[config.mk]
export PLATFORM = sky130hd
export DESIGN_NAME = deadtime_gate_ctrl
export DESIGN_NICKNAME = d
export VERILOG_FILES = /design/src/rtl/dtg_pkg.sv /design/src/rtl/dtg_interval.sv /design/src/rtl/dtg_demand.sv /design/src/rtl/dtg_sequencer.sv /design/src/rtl/deadtime_gate_ctrl.sv
export SDC_FILE = /design/constraint.sdc
export NUM_CORES = 1
export LEC_CHECK = 0
export CELL_PAD_IN_SITES_DETAIL_PLACEMENT = 1
export CELL_PAD_IN_SITES_GLOBAL_PLACEMENT = 2
export CORE_AREA = 4 4 73 75
export DETAILED_ROUTE_END_ITERATION = 8
export DIE_AREA = 0 0 77 79
export GPL_TIMING_DRIVEN = 0
export PLACE_DENSITY = 0.88
export SLEW_MARGIN = 30
export SYNTH_ARGS = -nofsm -noshare
export SYNTH_HDL_FRONTEND = slang
export SYNTH_HIERARCHICAL = 1
export SYNTH_SLANG_ARGS = --single-unit
[constraint.sdc]
create_clock -name clk_i -period 4.7 [get_ports clk_i]
set_clock_uncertainty 0.15 [all_clocks]
set_input_delay 0.94 -clock clk_i [delete_from_list [all_inputs] [get_ports clk_i]]
set_output_delay 0.94 -clock clk_i [all_outputs]
set_load 0.02 [all_outputs]
[src/rtl/dtg_pkg.sv]
package dtg_pkg;
    typedef enum logic [1:0] {
        SIDE_NONE = 2'd0,
        SIDE_HI   = 2'd1,
        SIDE_LO   = 2'd2
    } side_e;

    localparam int unsigned CH_HI = 0;
    localparam int unsigned CH_LO = 1;
    localparam int unsigned N_CH  = 2;
endpackage

[src/rtl/dtg_interval.sv]
module dtg_interval #(
    parameter int unsigned DT_W       = 10,
    parameter int unsigned DT_DEFAULT = 50
) (
    input  logic            clk_i,
    input  logic            rst_ni,
    input  logic            we_i,
    input  logic [DT_W-1:0] wdata_i,
    output logic [DT_W-1:0] span_o
);
    localparam logic [DT_W-1:0] DEF_V = DT_W'(DT_DEFAULT);

    typedef struct packed {
        logic [DT_W-1:0] cfg;
    } cfg_t;

    cfg_t s_d, s_q;

    always_comb begin
        s_d = s_q;
        if (we_i) begin
            s_d.cfg = wdata_i;
        end
    end

    always_ff @(posedge clk_i or negedge rst_ni) begin
        if (!rst_ni) begin
            s_q.cfg <= DEF_V;
        end else begin
            s_q <= s_d;
        end
    end

    // zero is a request for the default length
    assign span_o = (s_q.cfg == '0) ? DEF_V : s_q.cfg;
endmodule

[src/rtl/dtg_demand.sv]
module dtg_demand
    import dtg_pkg::*;
(
    input  logic  halt_i,
    input  logic  cmd_i,
    input  logic  hi_ok_i,
    input  logic  lo_ok_i,
    output side_e want_o
);
    logic [N_CH-1:0] ok_v;
    logic [N_CH-1:0] permit;

    assign ok_v = {lo_ok_i, hi_ok_i};

    for (genvar c = 0; c < N_CH; c++) begin : g_ch
        assign permit[c] = ok_v[c] & ~halt_i;
    end

    always_comb begin
        want_o = SIDE_NONE;
        if (cmd_i) begin
            if (permit[CH_HI]) want_o = SIDE_HI;
        end else begin
            if (permit[CH_LO]) want_o = SIDE_LO;
        end
    end
endmodule

[src/rtl/dtg_sequencer.sv]
module dtg_sequencer
    import dtg_pkg::*;
#(
    parameter int unsigned DT_W = 10
) (
    input  logic            clk_i,
    input  logic            rst_ni,
    input  side_e           want_i,
    input  logic [DT_W-1:0] span_i,
    output logic            hi_o,
    output logic            lo_o
);
    localparam int unsigned CW = DT_W + 1;

    typedef struct packed {
        side_e           side;
        side_e           tgt;
        logic [DT_W-1:0] cnt;
        logic            hi;
        logic            lo;
    } seq_t;

    seq_t s_d, s_q;
    logic [CW-1:0] next_cnt;
    logic          ripe;

    assign next_cnt = {1'b0, s_q.cnt} + CW'(1);
    assign ripe     = next_cnt >= {1'b0, span_i};

    always_comb begin
        s_d = s_q;
        if (s_q.side != SIDE_NONE) begin
            // turn-off is immediate; start the gap toward the new wish
            if (want_i != s_q.side) begin
                s_d.side = SIDE_NONE;
                s_d.tgt  = want_i;
                s_d.cnt  = '0;
            end
        end else if (want_i != s_q.tgt) begin
            s_d.tgt = want_i;
            s_d.cnt = '0;
        end else if (want_i == SIDE_NONE) begin
            s_d.cnt = '0;
        end else if (ripe) begin
            s_d.side = want_i;
            s_d.cnt  = '0;
        end else begin
            s_d.cnt = next_cnt[DT_W-1:0];
        end
        s_d.hi = (s_d.side == SIDE_HI);
        s_d.lo = (s_d.side == SIDE_LO);
    end

    always_ff @(posedge clk_i or negedge rst_ni) begin
        if (!rst_ni) begin
            s_q <= '{side: SIDE_NONE, tgt: SIDE_NONE, cnt: '0, hi: 1'b0, lo: 1'b0};
        end else begin
            s_q <= s_d;
        end
    end

    assign hi_o = s_q.hi;
    assign lo_o = s_q.lo;
endmodule

[src/rtl/deadtime_gate_ctrl.sv]
module deadtime_gate_ctrl
    import dtg_pkg::*;
#(
    parameter int unsigned DT_W       = 10,
    parameter int unsigned DT_DEFAULT = 50
) (
    input  logic            clk_i,
    input  logic            rst_ni,
    input  logic            cmd_i,
    input  logic            halt_i,
    input  logic            dt_we_i,
    input  logic [DT_W-1:0] dt_wdata_i,
    input  logic            hi_supply_ok_i,
    input  logic            lo_supply_ok_i,
    output logic            hi_en_o,
    output logic            lo_en_o
);
    side_e           want;
    logic [DT_W-1:0] span;

    dtg_interval #(.DT_W(DT_W), .DT_DEFAULT(DT_DEFAULT)) u_interval (
        .clk_i   (clk_i),
        .rst_ni  (rst_ni),
        .we_i    (dt_we_i),
        .wdata_i (dt_wdata_i),
        .span_o  (span)
    );

    dtg_demand u_demand (
        .halt_i  (halt_i),
        .cmd_i   (cmd_i),
        .hi_ok_i (hi_supply_ok_i),
        .lo_ok_i (lo_supply_ok_i),
        .want_o  (want)
    );

    dtg_sequencer #(.DT_W(DT_W)) u_seq (
        .clk_i  (clk_i),
        .rst_ni (rst_ni),
        .want_i (want),
        .span_i (span),
        .hi_o   (hi_en_o),
        .lo_o   (lo_en_o)
    );
endmodule

Word level (Yosys, flattened, before mapping)

Index checks and enable logic that the tools add are counted.

$add $sub $neg: 1
Magnitude comparators: 1
Eq/ne operators: 5
Muxes and demuxes: 13
Bitwise gates (word level): 3
Reduce and logical (&&, ||, !) cells: 5

Operators with widths:

| operator                                                        | count |
|---|---|
| 10-bit 2-to-1 mux                                               | 4 |
| 14-bit 2-to-1 mux                                               | 2 |
| 2-bit 2-to-1 mux                                                | 6 |
| 10-bit by 1-bit adder with 11-bit output, second input constant | 1 |
| 11-bit by 10-bit >= comparator with 1-bit output                | 1 |
| 10-bit zero test                                                | 1 |
| 2-bit != test                                                   | 2 |
| 2-bit nonzero test                                              | 2 |
| 1-bit bitwise AND                                               | 2 |
| 2-bit by 1-bit == test with 1-bit output, second input constant | 1 |
| 2-bit == test, second input constant                            | 1 |
| 2-bit zero test                                                 | 1 |
| 2-bit != test, second input constant                            | 1 |
| 2-bit AND reduction                                             | 1 |
| 1-bit 2-to-1 mux                                                | 1 |
| 1-bit NOT                                                       | 1 |

Bits in registers: 26
Input bits: 17
Output and inout port bits: 2
Word-level logic and storage cells: 34

Depth between registers and ports, before layout

Gate-level depths: netlist of the first run.

Depth in word-level cells: 9
Mapped depth: 10
Mapped depth without buffers: 10

Cells and area by module

The synthesis of the first run kept the hierarchy.

By module, submodules not included:

| module        | times used | cells each | area an instance (sq um) | sequential area each (sq um) |
|---|---|---|---|---|
| dtg_sequencer | 1          | 134        | 1237.4                   | 400.4 |
| dtg_interval  | 1          | 40         | 471.7                    | 254.0 |
| dtg_demand    | 1          | 2          | 21.3                     | 0.0 |

Worst setup path before layout of the first run

Ideal clock, no wire load.

Path type: register to register
Start point: reg u_interval/s_q[9] (netlist name)
End point: reg u_seq/s_q[11] (netlist name)
Library setup time: 0.121 ns
Arrival: 2.296 ns
Required time: 4.429 ns
Setup slack: 2.133 ns
Cell stages (with the launch flop): 10
Path buffers: 0
Period minus slack after synthesis: 2.567 ns
Path through: dfrtp_1 or4_4 o31ai_2 inv_1 ha_1 a21oi_1 o21ai_0 a21oi_4 o21a_1 a22o_1

Cells in the longest elaborated chain, start to end: 7

RTL lines:

| element                                          | RTL line                 | source |
|---|---|---|
| start, declared                                  | dtg_interval.sv:17       | `cfg_t s_d, s_q;` |
| 10-bit zero test                                 | dtg_interval.sv:35       | `assign span_o = (s_q.cfg == '0) ? DEF_V : s_q.cfg;` |
| 10-bit 2-to-1 mux                                | dtg_interval.sv:35       |  |
| net span[4]                                      | deadtime_gate_ctrl.sv:19 | `logic [DT_W-1:0] span;` |
| 11-bit by 10-bit >= comparator with 1-bit output | dtg_sequencer.sv:28      | `assign ripe = next_cnt >= {1'b0, span_i};` |
| 10-bit 2-to-1 mux                                | dtg_sequencer.sv:44      | `end else if (ripe) begin` |
| 10-bit 2-to-1 mux                                | dtg_sequencer.sv:42      | `end else if (want_i == SIDE_NONE) begin` |
| 10-bit 2-to-1 mux                                | dtg_sequencer.sv:39      | `end else if (want_i != s_q.tgt) begin` |
| 14-bit 2-to-1 mux                                | dtg_sequencer.sv:32      | `if (s_q.side != SIDE_NONE) begin` |
| end signal, assigned                             | dtg_sequencer.sv:56      | `s_q <= '{side: SIDE_NONE, tgt: SIDE_NONE, cnt: '0, hi: 1'b0, lo: 1'b0};` |
| end, declared                                    | dtg_sequencer.sv:23      | `seq_t s_d, s_q;` |

The timed path passes the listed nets, and every way through them passes these cells.
A chain may end at the register's enable or synchronous reset.

Final worst setup path of the first run

Start point: reg u_seq/s_q[2] (netlist name)
End point: reg u_seq/s_q[11] (netlist name)

Cells in the longest elaborated chain, start to end: 6

RTL lines:

| element                                          | RTL line            | source |
|---|---|---|
| 10-bit by 1-bit adder with 11-bit output (*)     | dtg_sequencer.sv:27 | `assign next_cnt = {1'b0, s_q.cnt} + CW'(1);` |
| 11-bit by 10-bit >= comparator with 1-bit output | dtg_sequencer.sv:28 |  |
| 10-bit 2-to-1 mux (*)                            | dtg_sequencer.sv:44 |  |
| 10-bit 2-to-1 mux (*)                            | dtg_sequencer.sv:42 |  |
| 10-bit 2-to-1 mux (*)                            | dtg_sequencer.sv:39 |  |
| 14-bit 2-to-1 mux (*)                            | dtg_sequencer.sv:32 |  |

Mark *: on every way between the ends. The rest lies on a longest branch, timed or not.

==> results.yml, run 1 <==
detailed_routing:
  drc_errors: 0
  wl_per_cell_um: 15.9
  wl_mm: 4.00
  ant_nets: 0
  drt_first_iter_violations: 62
  dr.pass1.iters: 4
  vias_per_cell: 5.35
  vias: 1348
worst_setup_path:
  reg2reg_depth: 10
  critPathLaunch: "u_seq/s_q[2]"
  required_ns: 4.76
  cp_cell_sequence: "ha_1 -> nand2_1 -> nor3_1 -> xor2_1 -> ha_1 -> a21o_1 -> a21o_1 -> nor3_4 -> o21a_1 -> a22o_1"
  cp.arrival_ns: 2.99
  reg2reg_setup_slack_ns: 1.78
  slowest_stage: "dfrtp_1"
  critPathCapture: "u_seq/s_q[11]"
  worstSetupEndpointType: "register"
  worstSetupPathType: "reg2reg"
  r2r-start: "u_seq/s_q[2]"
  critPathLaunchType: "register"
  worstPathMaxFanout: 8
  r2r_end: "u_seq/s_q[11]"
  cp_slowest_stage_delay_ns: 0.44
global_route:
  grt_max_degree: 27
  grt_pass1_vias: 1524
  antenna_found_initial: 0
  grt_usage: 0.143
  grt_overflow: 0
  grt_pass1_wl_mm: 6.95
layout:
  fin_cells: 252
  diodes: 0
  area_growth_pct: 17.2
  post-route-util: 0.435
  n_fill_cell: 545
  stdcell_area_um2: 2030
  layout-drive-gt1-share: 0.197
  fin_nets: 227
clock_network:
  cts.clk_slew.worst_paths_ns: 0.09
  cts_tree: "done"
  clock-root-buffer: "clkbuf_8"
  htreeDepth: 1
  cts_hold_buf: 0
  cts.sinks: 26
  clk_latency_ns: 0.27
  cts_setup_buffers: 0
  cts.repair.resized: 0
  cts_buffer_depth: 2
  numCtsBuffers: 3
floorplanning:
  fp-row-count: 25
  core-area_um2: 4660
  fp.dieW_um: 77
  io-pin-count: 19
  die_h_um: 79
  die_area_um2: 6080
  start_util: 0.371
sta:
  setup_viol: 0
  fmax_mhz: 342
  hold_ws_ns: 0.377
  post-route-period-util: 0.622
  slew_headroom: 0.595
  hold_viol: 0
  rsz0062_at_grt: "false"
  worst_slew_pin_slew_ns: 0.608
  drv_slew: 0
  min_period_ns: 2.92
  worst_slack_ns: 1.78
  fin_tns_setup_ns: 0
min_path:
  min_path_cells: 2
  hold_path.class: "reg2reg"
run_status:
  status: "finished clean"
synthesis:
  postSynth.asyncResetShare: 1.00
  synthFlopType: "dfrtp_1"
  syn_area_um2: 1730
  synth_edf_count: 0
  synth_area_per_cell_um2: 9.83
  synthCells: 176
  synth_fp_nets: 204
  ys_seq_area_frac: 0.378
  synth.distinct_cells: 42
  ys_warn_count: 6
  ys_ff_latch: 26
placement:
  gp_congestion: 0.821
  pre_cts_ws_ns: 1.69
  dpl.hpwl_mm: 3.17
  dp_cells: 248
  place_area_um2: 1970
  port_buffers: 18
flow_run:
  maxCapViolCount: 0
pwr:
  total_power_uw: 471
  powerDensity_nw_per_um2: 232
  power.leakage_nw: 0.931
  ir_drop_v: 0.000139
-- cell usage after synthesis (all sizes together) (5+ instances only) --
library cell	count	area [µm²]
nand3	7	35.0
xnor2	7	98.8
inv	14	52.6
ha	11	138
o211ai	6	45.0
nor2	5	21.3
nor3	5	47.5
clkbuf	6	22.5
dfrtp	23	576
nand2	28	105
mux2	9	101
o21ai	13	68.8
-- worst max-delay path, delay by kind of cell, from the launching register on --
| kind | cells | cell delay, ns |
|---|---|---|
| and+or+nand+nor | 3 | 0.76 |
| AOI/OAI and AO/OA | 4 | 0.74 |
| adders and majority gates | 2 | 0.55 |
| DFF | 1 | 0.44 |
| xor gates and xnor gates | 1 | 0.23 |
-- how the worst min path moves through the flow --
| stage | slack (ns) | end | from |
|---|---|---|---|
| after floorplan | 0.32 | u_seq/s_q[9] | u_seq/s_q[9] |
| after global placement | 0.34 | u_seq/s_q[9] | u_seq/s_q[9] |
| after detailed placement | 0.36 | u_seq/s_q[9] | u_seq/s_q[9] |
| after CTS | 0.38 | u_seq/s_q[9] | u_seq/s_q[9] |
| after global routing | 0.43 | u_interval/s_q[1] | u_interval/s_q[1] |
| final | 0.38 | u_seq/s_q[9] | u_seq/s_q[9] |
-- power by group --
group	internal [mW]	switching, mW	total (mW)
Sequential	0.235	0.00966	0.245
Combinational	0.0402	0.0390	0.0792
Clock	0.0749	0.0715	0.146
-- routing by layer --
metal  GRT usage  vias up  part of all wire
li1            -      655                 -
met1       0.170      670              0.43
met2       0.256       17              0.53
met3      0.0295        6             0.026
met4      0.0516        0             0.016
met5           0        -                 0
-- placed cells by master (no fill, tap or decap), types with 3 or more instances in the layout --
cell type,instances
nand2_1,28
dfrtp_1,23
clkdlybuf4s50_1,17
inv_1,14
ha_1,11
mux2_2,9
nand3_1,7
o21ai_1,7
clkbuf_1,6
o211ai_1,6
o21ai_0,5
xnor2_1,5
clkbuf_8,4
nor2_1,4
buf_2,3
o31ai_2,3
dfstp_2,3
nor2b_1,3
nor3_1,3
xor2_1,3
a21oi_1,3
-- registers in the layout, indices dropped and copies added, names as in the netlist --
| register | count |
|---|---|
| u_interval/s_q | 10 |
| u_seq/hi_o | 1 |
| u_seq/lo_o | 1 |
| u_seq/s_q | 14 |
-- layout make-up --
| type | count | area (µm²) | area share |
|---|---|---|---|
| repair buffers | 18 | 175 | 0.0864 |
| clock buffers | 4 | 55.1 | 0.0271 |
| multi-input cells | 125 | 958 | 0.473 |
| well taps | 54 | 67.6 | 0.0333 |
| plain buffers | 11 | 65.1 | 0.0321 |
| inverters | 14 | 52.6 | 0.0259 |
| flip-flops and latches | 26 | 654 | 0.323 |
-- kinds of logic (layout without fill, tap and decap cells) --
kind of cell	after synthesis	count (layout)	synth area share
simple gates	61	61	0.197
flops	26	26	0.378
buf+inv	25	47	0.0680
fa+ha+maj	11	11	0.0795
xor+xnor	10	10	0.0723
mux	9	9	0.0586
compound gates	34	34	0.147
(Power assumes the default switching activity.)
==> run 2: changes to the inputs <==
--- a/config.mk
+++ b/config.mk
@@ -7,11 +7,11 @@
 export LEC_CHECK = 0
 export CELL_PAD_IN_SITES_DETAIL_PLACEMENT = 1
 export CELL_PAD_IN_SITES_GLOBAL_PLACEMENT = 2
-export CORE_AREA = 4 4 73 75
+export CORE_AREA = 4 4 75 77
 export DETAILED_ROUTE_END_ITERATION = 8
-export DIE_AREA = 0 0 77 79
+export DIE_AREA = 0 0 79 81
 export GPL_TIMING_DRIVEN = 0
-export PLACE_DENSITY = 0.88
+export PLACE_DENSITY = 0.84
 export SLEW_MARGIN = 30
 export SYNTH_ARGS = -nofsm -noshare
 export SYNTH_HDL_FRONTEND = slang
==> constraint.sdc (replaced) <==
create_clock -name clk_i -period 3 [get_ports clk_i]
set_clock_uncertainty 0.15 [all_clocks]
set_input_delay 0.6 -clock clk_i [delete_from_list [all_inputs] [get_ports clk_i]]
set_output_delay 0.6 -clock clk_i [all_outputs]
set_load 0.02 [all_outputs]
==> results.yml, run 2 (same netlist as run 1, synthesis figures left out) <==
run_status:
  status: "finished clean"
detailed_routing:
  dr.pass1.iters: 4
  wl_mm: 3.69
  vias_per_cell: 4.82
  ant_nets: 0
  vias: 1317
  drc_errors: 0
  wl_per_cell_um: 13.5
  drt_first_iter_violations: 22
sta:
  min_period_ns: 2.76
  drv_slew: 0
  worst_slew_pin_slew_ns: 0.618
  fmax_mhz: 362
  post-route-period-util: 0.921
  fin_tns_setup_ns: 0
  hold_viol: 0
  worst_slack_ns: 0.236
  setup_viol: 0
  slew_headroom: 0.588
floorplanning:
  io-pin-count: 19
  fp-row-count: 26
  core-area_um2: 5010
  start_util: 0.345
  die_area_um2: 6400
  fp.dieW_um: 79
  die_h_um: 81
clock_network:
  cts.clk_slew.worst_paths_ns: 0.09
  clock-root-buffer: "clkbuf_8"
  htreeDepth: 1
  numCtsBuffers: 3
  clk_latency_ns: 0.27
  cts_tree: "done"
  cts.sinks: 26
  cts_buffer_depth: 2
global_route:
  antenna_found_initial: 0
  grt_overflow: 0
  grt_pass1_vias: 1340
  grt_pass1_wl_mm: 6.44
  grt_usage: 0.129
  grt_max_degree: 27
min_path:
  hold_path.class: "in2async"
layout:
  top_regs: "u_seq/s_q x14, u_interval/s_q x10"
  regMostFlops: "u_seq/s_q"
  multi_input_area_um2: 961
  seqCellArea_um2: 654
  area_growth_pct: 20.8
  fin_cells: 273
  fin_nets: 232
  diodes: 0
  largest_register_ffs: 14
  final_cell_mix: "28 x nand2_1, 23 x dfrtp_1, 17 x clkdlybuf4s50_1"
  layout-drive-gt1-share: 0.217
  n_fill_cell: 601
  final_common_cell: "nand2_1"
pwr:
  total_power_uw: 725
  powerDensity_nw_per_um2: 347
  ir_drop_v: 0.000206
  power.leakage_nw: 0.947
placement:
  dp_cells: 264
  dpl.hpwl_mm: 2.77
  gp_congestion: 0.724
  port_buffers: 18
  pre_cts_ws_ns: 0.0739
worst_setup_path:
  cp.arrival_ns: 2.83
  worstSetupEndpointType: "register"
  cp_cell_sequence: "ha_2 -> nand2_1 -> nor3_1 -> xor2_1 -> ha_1 -> a21o_1 -> a21o_1 -> nor3_4 -> buf_12 -> o21a_1 -> a22o_1"
  r2r-start: "u_seq/s_q[2]"
  worstPathMaxFanout: 8
  critical_path.top_delay_family: "compound AO/OA/AOI/OAI gates"
  reg2reg_depth: 11
  crit_buf_inv: 1
  slowest_stage: "dfrtp_1"
  worstSetupPathType: "reg2reg"
  cp_slowest_stage_delay_ns: 0.44
  critPathLaunch: "u_seq/s_q[2]"
  reg2reg_setup_slack_ns: 0.24
  r2r_end: "u_seq/s_q[11]"
  critPathLaunchType: "register"
  required_ns: 3.07
  crit_top_cell: "a21o_1"
flow_run:
  maxCapViolCount: 0
==> run 2: changes by cell type in the layout (fill, tap and decap cells not counted), sizes merged <==
| cell | delta |
|---|---|
| buf | +5 |
==> run 2: per-stage QoR <==
stage                     area, µm²  utilization  hold WS, ns
final                          2090        0.417        0.176
after global routing           2090        0.417        0.209
after CTS                      2040        0.407        0.198
after detailed placement       1990        0.398        0.351
after global placement         2000        0.399        0.344
after floorplan                1730            -        0.154
==> run 2: worst max-delay path by stage <==
| stage | cells after the start | end | slack, ns |
|---|---|---|---|
| 3_5_place_dp | 10 | u_seq/s_q[11] | 0.07 |
| 6_report | 11 | u_seq/s_q[11] | 0.24 |
| 3_3_place_gp | 10 | u_seq/s_q[11] | 0.08 |
| 2_1_floorplan | 9 | u_seq/s_q[11] | 0.43 |
| 4_1_cts | 10 | u_seq/s_q[11] | 0.04 |
| 5_1_grt | 10 | u_seq/s_q[14] | -0.01 |
==> run 2: power breakdown <==
group | internal, mW | switching, mW
combinational | 0.0694 | 0.0601
sequential | 0.369 | 0.0150
clock | 0.0953 | 0.116
==> run 2: repair_timing <==
item,4_1_cts,5_1_grt
resized for setup,0,2
setup buffers,0,5
setup endpoints to repair,0,14
hold buffers,0,0
==> run 2: cell type report <==
class | count | share of cell area
Multi-Input combinational cell | 125 | 0.460
Sequential cell | 26 | 0.313
Timing Repair Buffer | 23 | 0.108
Tap cell | 70 | 0.0419
Buffer | 11 | 0.0311
Inverter | 14 | 0.0251
Clock buffer | 4 | 0.0215
==> run 2: per-layer routing <==
layer	wire length, µm	GRT usage	part of all wire	vias up
met5	0	0	0	-
met4	23	0.0258	0.0062	0
met3	91	0.0310	0.025	2
met2	1890	0.226	0.51	9
met1	1690	0.162	0.46	647
li1	-	-	-	659
